==> src/rtl/fifo_irq_pkg.sv <==
package fifo_irq_pkg;

    localparam int NUM_EVT  = 11;
    localparam int NUM_STAT = NUM_EVT + 2;

    typedef enum int {
        ST_TX_WM      = 0,
        ST_RX_WM      = 1,
        ST_CMD_DONE   = 2,
        ST_RX_LAST    = 3,
        ST_CANCEL     = 4,
        ST_ABORT      = 5,
        ST_OVERRUN    = 6,
        ST_ILLEGAL    = 7,
        ST_CMD_FAIL   = 8,
        ST_RXF_RD_ERR = 9,
        ST_RXF_WR_ERR = 10,
        ST_TXF_RD_ERR = 11,
        ST_TXF_WR_ERR = 12
    } stat_bit_e;

    typedef struct packed {
        logic rx_hit;
        logic tx_hit;
    } wm_hit_t;

    // receive watermark sits three words below full
    function automatic int rx_wm_level(int depth);
        return depth - 3;
    endfunction

    // ready-to-receive drops two words below full
    function automatic int rx_stop_level(int depth);
        return depth - 2;
    endfunction

endpackage

==> src/rtl/fifo_irq_wm.sv <==
module fifo_irq_wm
    import fifo_irq_pkg::*;
#(
    parameter int DEPTH = 16,
    parameter int LVL_W = 5
) (
    input  logic [LVL_W-1:0] tx_level,
    input  logic [LVL_W-1:0] rx_level,
    input  logic [LVL_W-1:0] tx_wm_cfg,
    output wm_hit_t          hits,
    output logic             rx_ready
);
    localparam logic [LVL_W-1:0] RX_TH   = LVL_W'(rx_wm_level(DEPTH));
    localparam logic [LVL_W-1:0] RX_STOP = LVL_W'(rx_stop_level(DEPTH));

    always_comb begin
        hits.tx_hit = (tx_wm_cfg != '0) && (tx_level <= tx_wm_cfg);
        hits.rx_hit = (rx_level >= RX_TH);
        rx_ready    = (rx_level < RX_STOP);
    end
endmodule

==> src/rtl/fifo_irq_edge.sv <==
module fifo_irq_edge #(
    parameter int N = 11
) (
    input  logic         clk,
    input  logic         rst,
    input  logic [N-1:0] evt,
    output logic [N-1:0] rise
);
    for (genvar g = 0; g < N; g++) begin : g_det
        logic last_q;
        always_ff @(posedge clk) begin
            if (rst) last_q <= 1'b0;
            else     last_q <= evt[g];
        end
        assign rise[g] = evt[g] & ~last_q;
    end
endmodule

==> src/rtl/fifo_irq_stat.sv <==
module fifo_irq_stat #(
    parameter int N = 13
) (
    input  logic         clk,
    input  logic         rst,
    input  logic [N-1:0] set_vec,
    input  logic [N-1:0] clr_vec,
    input  logic [N-1:0] ien,
    output logic [N-1:0] status,
    output logic         irq
);
    logic [N-1:0] stat_q;

    for (genvar g = 0; g < N; g++) begin : g_bit
        always_ff @(posedge clk) begin
            if (rst)             stat_q[g] <= 1'b0;
            else if (set_vec[g]) stat_q[g] <= 1'b1;
            else if (clr_vec[g]) stat_q[g] <= 1'b0;
        end
    end

    assign status = stat_q;
    assign irq    = |(stat_q & ien);
endmodule

==> src/rtl/fifo_irq_ctrl.sv <==
module fifo_irq_ctrl
    import fifo_irq_pkg::*;
#(
    parameter int DEPTH = 16
) (
    input  logic                       clk,
    input  logic                       rst,
    input  logic [$clog2(DEPTH+1)-1:0] tx_level,
    input  logic [$clog2(DEPTH+1)-1:0] rx_level,
    input  logic [$clog2(DEPTH+1)-1:0] tx_wm_cfg,
    input  logic [10:0]                evt,
    input  logic [12:0]                ien,
    input  logic                       clr_we,
    input  logic [12:0]                clr_data,
    output logic [12:0]                status,
    output logic                       irq,
    output logic                       rx_ready
);
    localparam int LVL_W = $clog2(DEPTH + 1);

    wm_hit_t               hits;
    logic [NUM_EVT-1:0]    rise;
    logic [NUM_STAT-1:0]   set_vec;
    logic [NUM_STAT-1:0]   clr_vec;

    fifo_irq_wm #(.DEPTH(DEPTH), .LVL_W(LVL_W)) u_wm (
        .tx_level (tx_level),
        .rx_level (rx_level),
        .tx_wm_cfg(tx_wm_cfg),
        .hits     (hits),
        .rx_ready (rx_ready)
    );

    fifo_irq_edge #(.N(NUM_EVT)) u_edge (
        .clk (clk),
        .rst (rst),
        .evt (evt),
        .rise(rise)
    );

    assign set_vec = {rise, hits.rx_hit, hits.tx_hit};
    assign clr_vec = clr_we ? clr_data : '0;

    fifo_irq_stat #(.N(NUM_STAT)) u_stat (
        .clk    (clk),
        .rst    (rst),
        .set_vec(set_vec),
        .clr_vec(clr_vec),
        .ien    (ien),
        .status (status),
        .irq    (irq)
    );
endmodule

==> config.mk <==
export PLATFORM = sky130hd
export DESIGN_NAME = fifo_irq_ctrl
export DESIGN_NICKNAME = d
export VERILOG_FILES = /design/src/rtl/fifo_irq_pkg.sv /design/src/rtl/fifo_irq_wm.sv /design/src/rtl/fifo_irq_edge.sv /design/src/rtl/fifo_irq_stat.sv /design/src/rtl/fifo_irq_ctrl.sv
export SDC_FILE = /design/constraint.sdc
export NUM_CORES = 1
export LEC_CHECK = 0
export BUFFER_PORTS_ARGS = -buffer_cell sky130_fd_sc_hd__clkbuf_2
export CORE_MARGIN = 2
export CORE_UTILIZATION = 30
export CTS_CLUSTER_SIZE = 30
export DETAILED_ROUTE_END_ITERATION = 10
export SYNTH_ARGS = -nofsm -noshare
export SYNTH_HDL_FRONTEND = slang
export SYNTH_SLANG_ARGS = --single-unit
==> constraint.sdc <==
create_clock -name clk -period 2.7 [get_ports clk]
set_input_delay 0.54 -clock clk [delete_from_list [all_inputs] [get_ports clk]]
set_output_delay 0.54 -clock clk [all_outputs]
set_load 0.01 [all_outputs]
Word level (Yosys, flattened, before mapping)

Index checks and enable logic that the tools add are counted.

Bits of input ports: 55
Register bits after elaboration: 24
Logic and storage cells: 93
Output and inout bits: 15

Magnitude comparators: 3
Bitwise operators: 23
Reductions and logical operators: 16
Mux-type cells: 27

Operator list:

| kind               | count |
|---|---|
| $mux 1             | 26 |
| $reduce_bool 2->1  | 13 |
| $and 13x13->13     | 1 |
| $mux 13            | 1 |
| $reduce_or 13->1   | 1 |
| $and 1x1->1        | 11 |
| $not 1->1          | 11 |
| $ge 5x4->1 const B | 1 |
| $le 5x5->1         | 1 |
| $lt 5x4->1 const B | 1 |
| $reduce_bool 5->1  | 1 |
| $logic_and 1x1->1  | 1 |

Longest topological paths before layout

Depth in word-level cells: 3
Mapped depth: 6

By module

A second synthesis with hierarchy kept.

Cells, all modules: 132
Area total of the unflattened synthesis: 1137.3 um^2

By module, submodules not included:

| module        | times used | cells an instance | area each (um^2) | sequential area each (um^2) |
|---|---|---|---|---|
| fifo_irq_stat | 1          | 61                | 488.0            | 260.2 |
| fifo_irq_edge | 1          | 34                | 394.1            | 220.2 |
| fifo_irq_wm   | 1          | 23                | 151.4            | 0.0 |
| fifo_irq_ctrl | 1          | 14                | 103.8            | 0.0 |

Worst setup path before layout

OpenSTA, ideal clock, no wires.

Path kind: input-to-output
Start: in ien[3]
End: out irq
Data arrival time: 1111 ps
Stages on the path: 4
Setup slack: 1049 ps
Buffers on the path: 0
Required time: 2160 ps
Cell sequence: a22oi_1 nand2_1 a221oi_1 nand3_1

Cells in the longest elaborated chain, start to end: 2

RTL lines:

| what               | line                | source |
|---|---|---|
| start: declaration | fifo_irq_ctrl.sv:12 | `input logic [12:0] ien,` |
| $and 13x13->13     | fifo_irq_stat.sv:23 | `assign irq = \|(stat_q & ien);` |
| $reduce_or 13->1   | fifo_irq_stat.sv:23 |  |
| end: declaration   | fifo_irq_ctrl.sv:16 | `output logic irq,` |

No other way between the ends.

Final worst setup path

Start: reg u_stat.stat_q[0], in the netlist u_stat.status[0]
End: out irq

Cells in the longest elaborated chain, start to end: 2

RTL lines:

| what                             | line                | source |
|---|---|---|
| start: declaration               | fifo_irq_stat.sv:12 | `logic [N-1:0] stat_q;` |
| start signal: indexed assignment | fifo_irq_stat.sv:16 | `if (rst) stat_q[g] <= 1'b0;` |
| start signal: indexed assignment | fifo_irq_stat.sv:17 | `else if (set_vec[g]) stat_q[g] <= 1'b1;` |
| start signal: indexed assignment | fifo_irq_stat.sv:18 | `else if (clr_vec[g]) stat_q[g] <= 1'b0;` |
| $and 13x13->13                   | fifo_irq_stat.sv:23 |  |
| $reduce_or 13->1                 | fifo_irq_stat.sv:23 |  |

No other way between the ends.

==> results.md <==
* Status: finished, final reports clean
* Vias/cell at between 4 and 5
* Stages on worst setup path at 5
* Top cells by area, synth: dfxtp_1 (47%), nor2b_1 (14%), ha_1 (6.1%)
* # IOs at 70
* TritonCTS clock tree: yes
* Area leader, netlist: dfxtp_1
* Longest Clk Path Bufs at 2
* Global-route wire length before repair at between 4000 and 5000 µm
* Worst setup EP type: output port
* Initial antenna violation count at 0
* Worst Path Buf+Inv at 1
* Core area at 3311 µm²
* Post-CTS sizing at 0
* Reg clk slew, reported paths at around 130 ps
* Power Density at 497.5 nW/µm²
* Synth unique cells at 22
* Synth async-reset ratio at 0%
* Synth cell count leaders: dfxtp_1 (24), nor2b_1 (22), nand2_1 (16), a21oi_1 (12), nor2_1 (12)
* Seq/Total Area, Yosys at roughly 47%
* Max incr delay on CP at 370 ps
* Drt drc at 0
* Max Cap Viol at 0
* Slew @ Worst Pin at 502.9 ps
* CP required at about 2200 ps
* Rows at 21
* Worst skew pair latency at 300 ps
* Setup violators final at 0
* Vias in the first global route at approximately 950
* Syn avg cell area at between 8 and 9 µm²
* Fin crit share at 73.26%
* Hold WC Path Type: input port to flip-flop
* Remaining global-route overflow at 0
* Area of the multi-input gates at around 510 µm²
* Worst-path cell chain: a22oi_1, nand2_1, a221oi_1, nand3_1, clkbuf_2
* CP Class: flip-flop to output port
* Flops & latches, synth at 24
* DRT Pass-1 Iters at 4
* Crit path max-delay family: compound AO/OA/AOI/OAI gates
* CTS Hold Bufs at 0
* Syn nets at around 180
* Post-synth EDFFs at 0
* Iteration-0 DRC Markers at 39
* Antenna diodes at 0
* Worst rel slew slack at about two thirds
* FF+latch area at between 400 and 500 µm²
* Tmin final at between 1500 and 2000 ps
* IO Port Bufs at 69
* Final net count at around 250
* Leakage at 0.7441 nW
* Peak supply drop at 129.2 µV
* Number of fill cells at between 300 and 400
* Worst Path Arrival at roughly 1400 ps
* TritonCTS Buffers at 3
* Die area at roughly 3900 µm²
* Synth Cell Area at 1018 µm²
* Post-Syn Instances at roughly 120
* Die width at ~62 µm
* RD Place Congestion at 0.6693
* Hold Violations, Final at 0
* Drt total wl at roughly 2500 µm
* Layout cells sized above 1 at 40.32%
* Hold depth at 2
* Tot Pwr at roughly 700 µW
* GRT Total Usage at roughly an eighth
* RSZ-0062 raised after global routing: false
* Vias at roughly 1,000
* H-tree levels at 1
* Routed WL per cell at around 11 µm
* Post-synth top flop: dfxtp_1
* Clock Skews at about 0.76 ps
* Peak Freq at ~0.51 GHz
* Die height at 62.27 µm
* Slew Viols, Final at 0
* Reg2reg path depth at 2
* Count leader, synth: dfxtp_1
* Routed Antenna Nets at 0
* Startpoint types: flip-flop
* Top-area cell type share of the netlist area at 47.17%
* Worst Path Max Fanout at 4
* Largest net degree at the start of global routing at 25
* Ys Warns at 0
* CTS sink count at 24
* Worst path slowest cell: dfxtp_1
* Area delta synth->final at 41.89%
* Clock root buffer: clkbuf_4
* Initial core utilization at a little under a third
* Setup TNS at 0 ps
* Dpl hpwl at ~2000 µm
* Setup bufs post-CTS at 0
==> state kept, by name, summed over array words and instances (netlist names) <==
| name | flops |
|---|---|
| u_edge.g_det.last_q | 11 |
| u_stat.status | 13 |
==> final timing paths <==
path | slack, ps | end | startpoint
max | 720 | irq | u_stat.status[0]
min | 450 | u_edge.g_det[4].last_q | evt[4]
max reg2reg | 1880 | u_stat.status[0] | u_stat.status[0]
min reg2reg | 530 | u_stat.status[4] | u_stat.status[4]
==> through the flow <==
step	cell area (µm²)	std cells	util (%)	setup slack (ps)	hold WS, ps
final	1445	232	43.65	721.9	446.3
after floorplan	1018	116	-	1049	507.6
after CTS	1445	232	43.65	650.9	439.4
after detailed placement	1409	228	42.55	730.7	505.6
after global placement	1409	228	42.55	749.4	494.2
after global routing	1445	232	43.65	568.6	438.6
==> kinds of logic after synthesis <==
| logic type | share of synthesized area (%) |
|---|---|
| compound gates | 17.20 |
| fa+ha+maj | 6.143 |
| buf+inv | 3.071 |
| flops | 47.17 |
| simple gates | 26.41 |
==> placed cells by master (no fill, tap or decap), types with 2 or more instances in the layout <==
cell type,instances
clkbuf_2,69
dfxtp_1,24
nor2b_1,22
nand2_1,16
a21oi_1,12
nor2_1,12
inv_1,5
ha_1,5
clkbuf_4,3
a221oi_1,2
a22oi_1,2
nand3_1,2
a31oi_1,2
==> metal layers <==
| metal | GRT usage (%) | routed length [µm] | vias to the layer above |
|---|---|---|---|
| met2 | 19.84 | 1151 | 45 |
| met1 | 16.99 | 1129 | 455 |
| li1 | - | - | 536 |
| met3 | 3.261 | 209 | 2 |
| met5 | 0 | 0 | - |
| met4 | 5.833 | 28 | 0 |
==> power by group <==
| group | internal [mW] | switching, mW | total, mW |
|---|---|---|---|
| sequential | 0.378 | 0.0149 | 0.393 |
| clock | 0.0822 | 0.100 | 0.183 |
| combinational | 0.0759 | 0.0674 | 0.143 |
==> layout make-up <==
type,count,share of cell area [%]
repair buffers,69,23.90
multi-input cells,84,35.06
flip-flops and latches,24,33.25
clock buffers,4,2.511
inverters,5,1.299
well taps,46,3.983
Note: power is estimated with default switching activity, not from simulation.
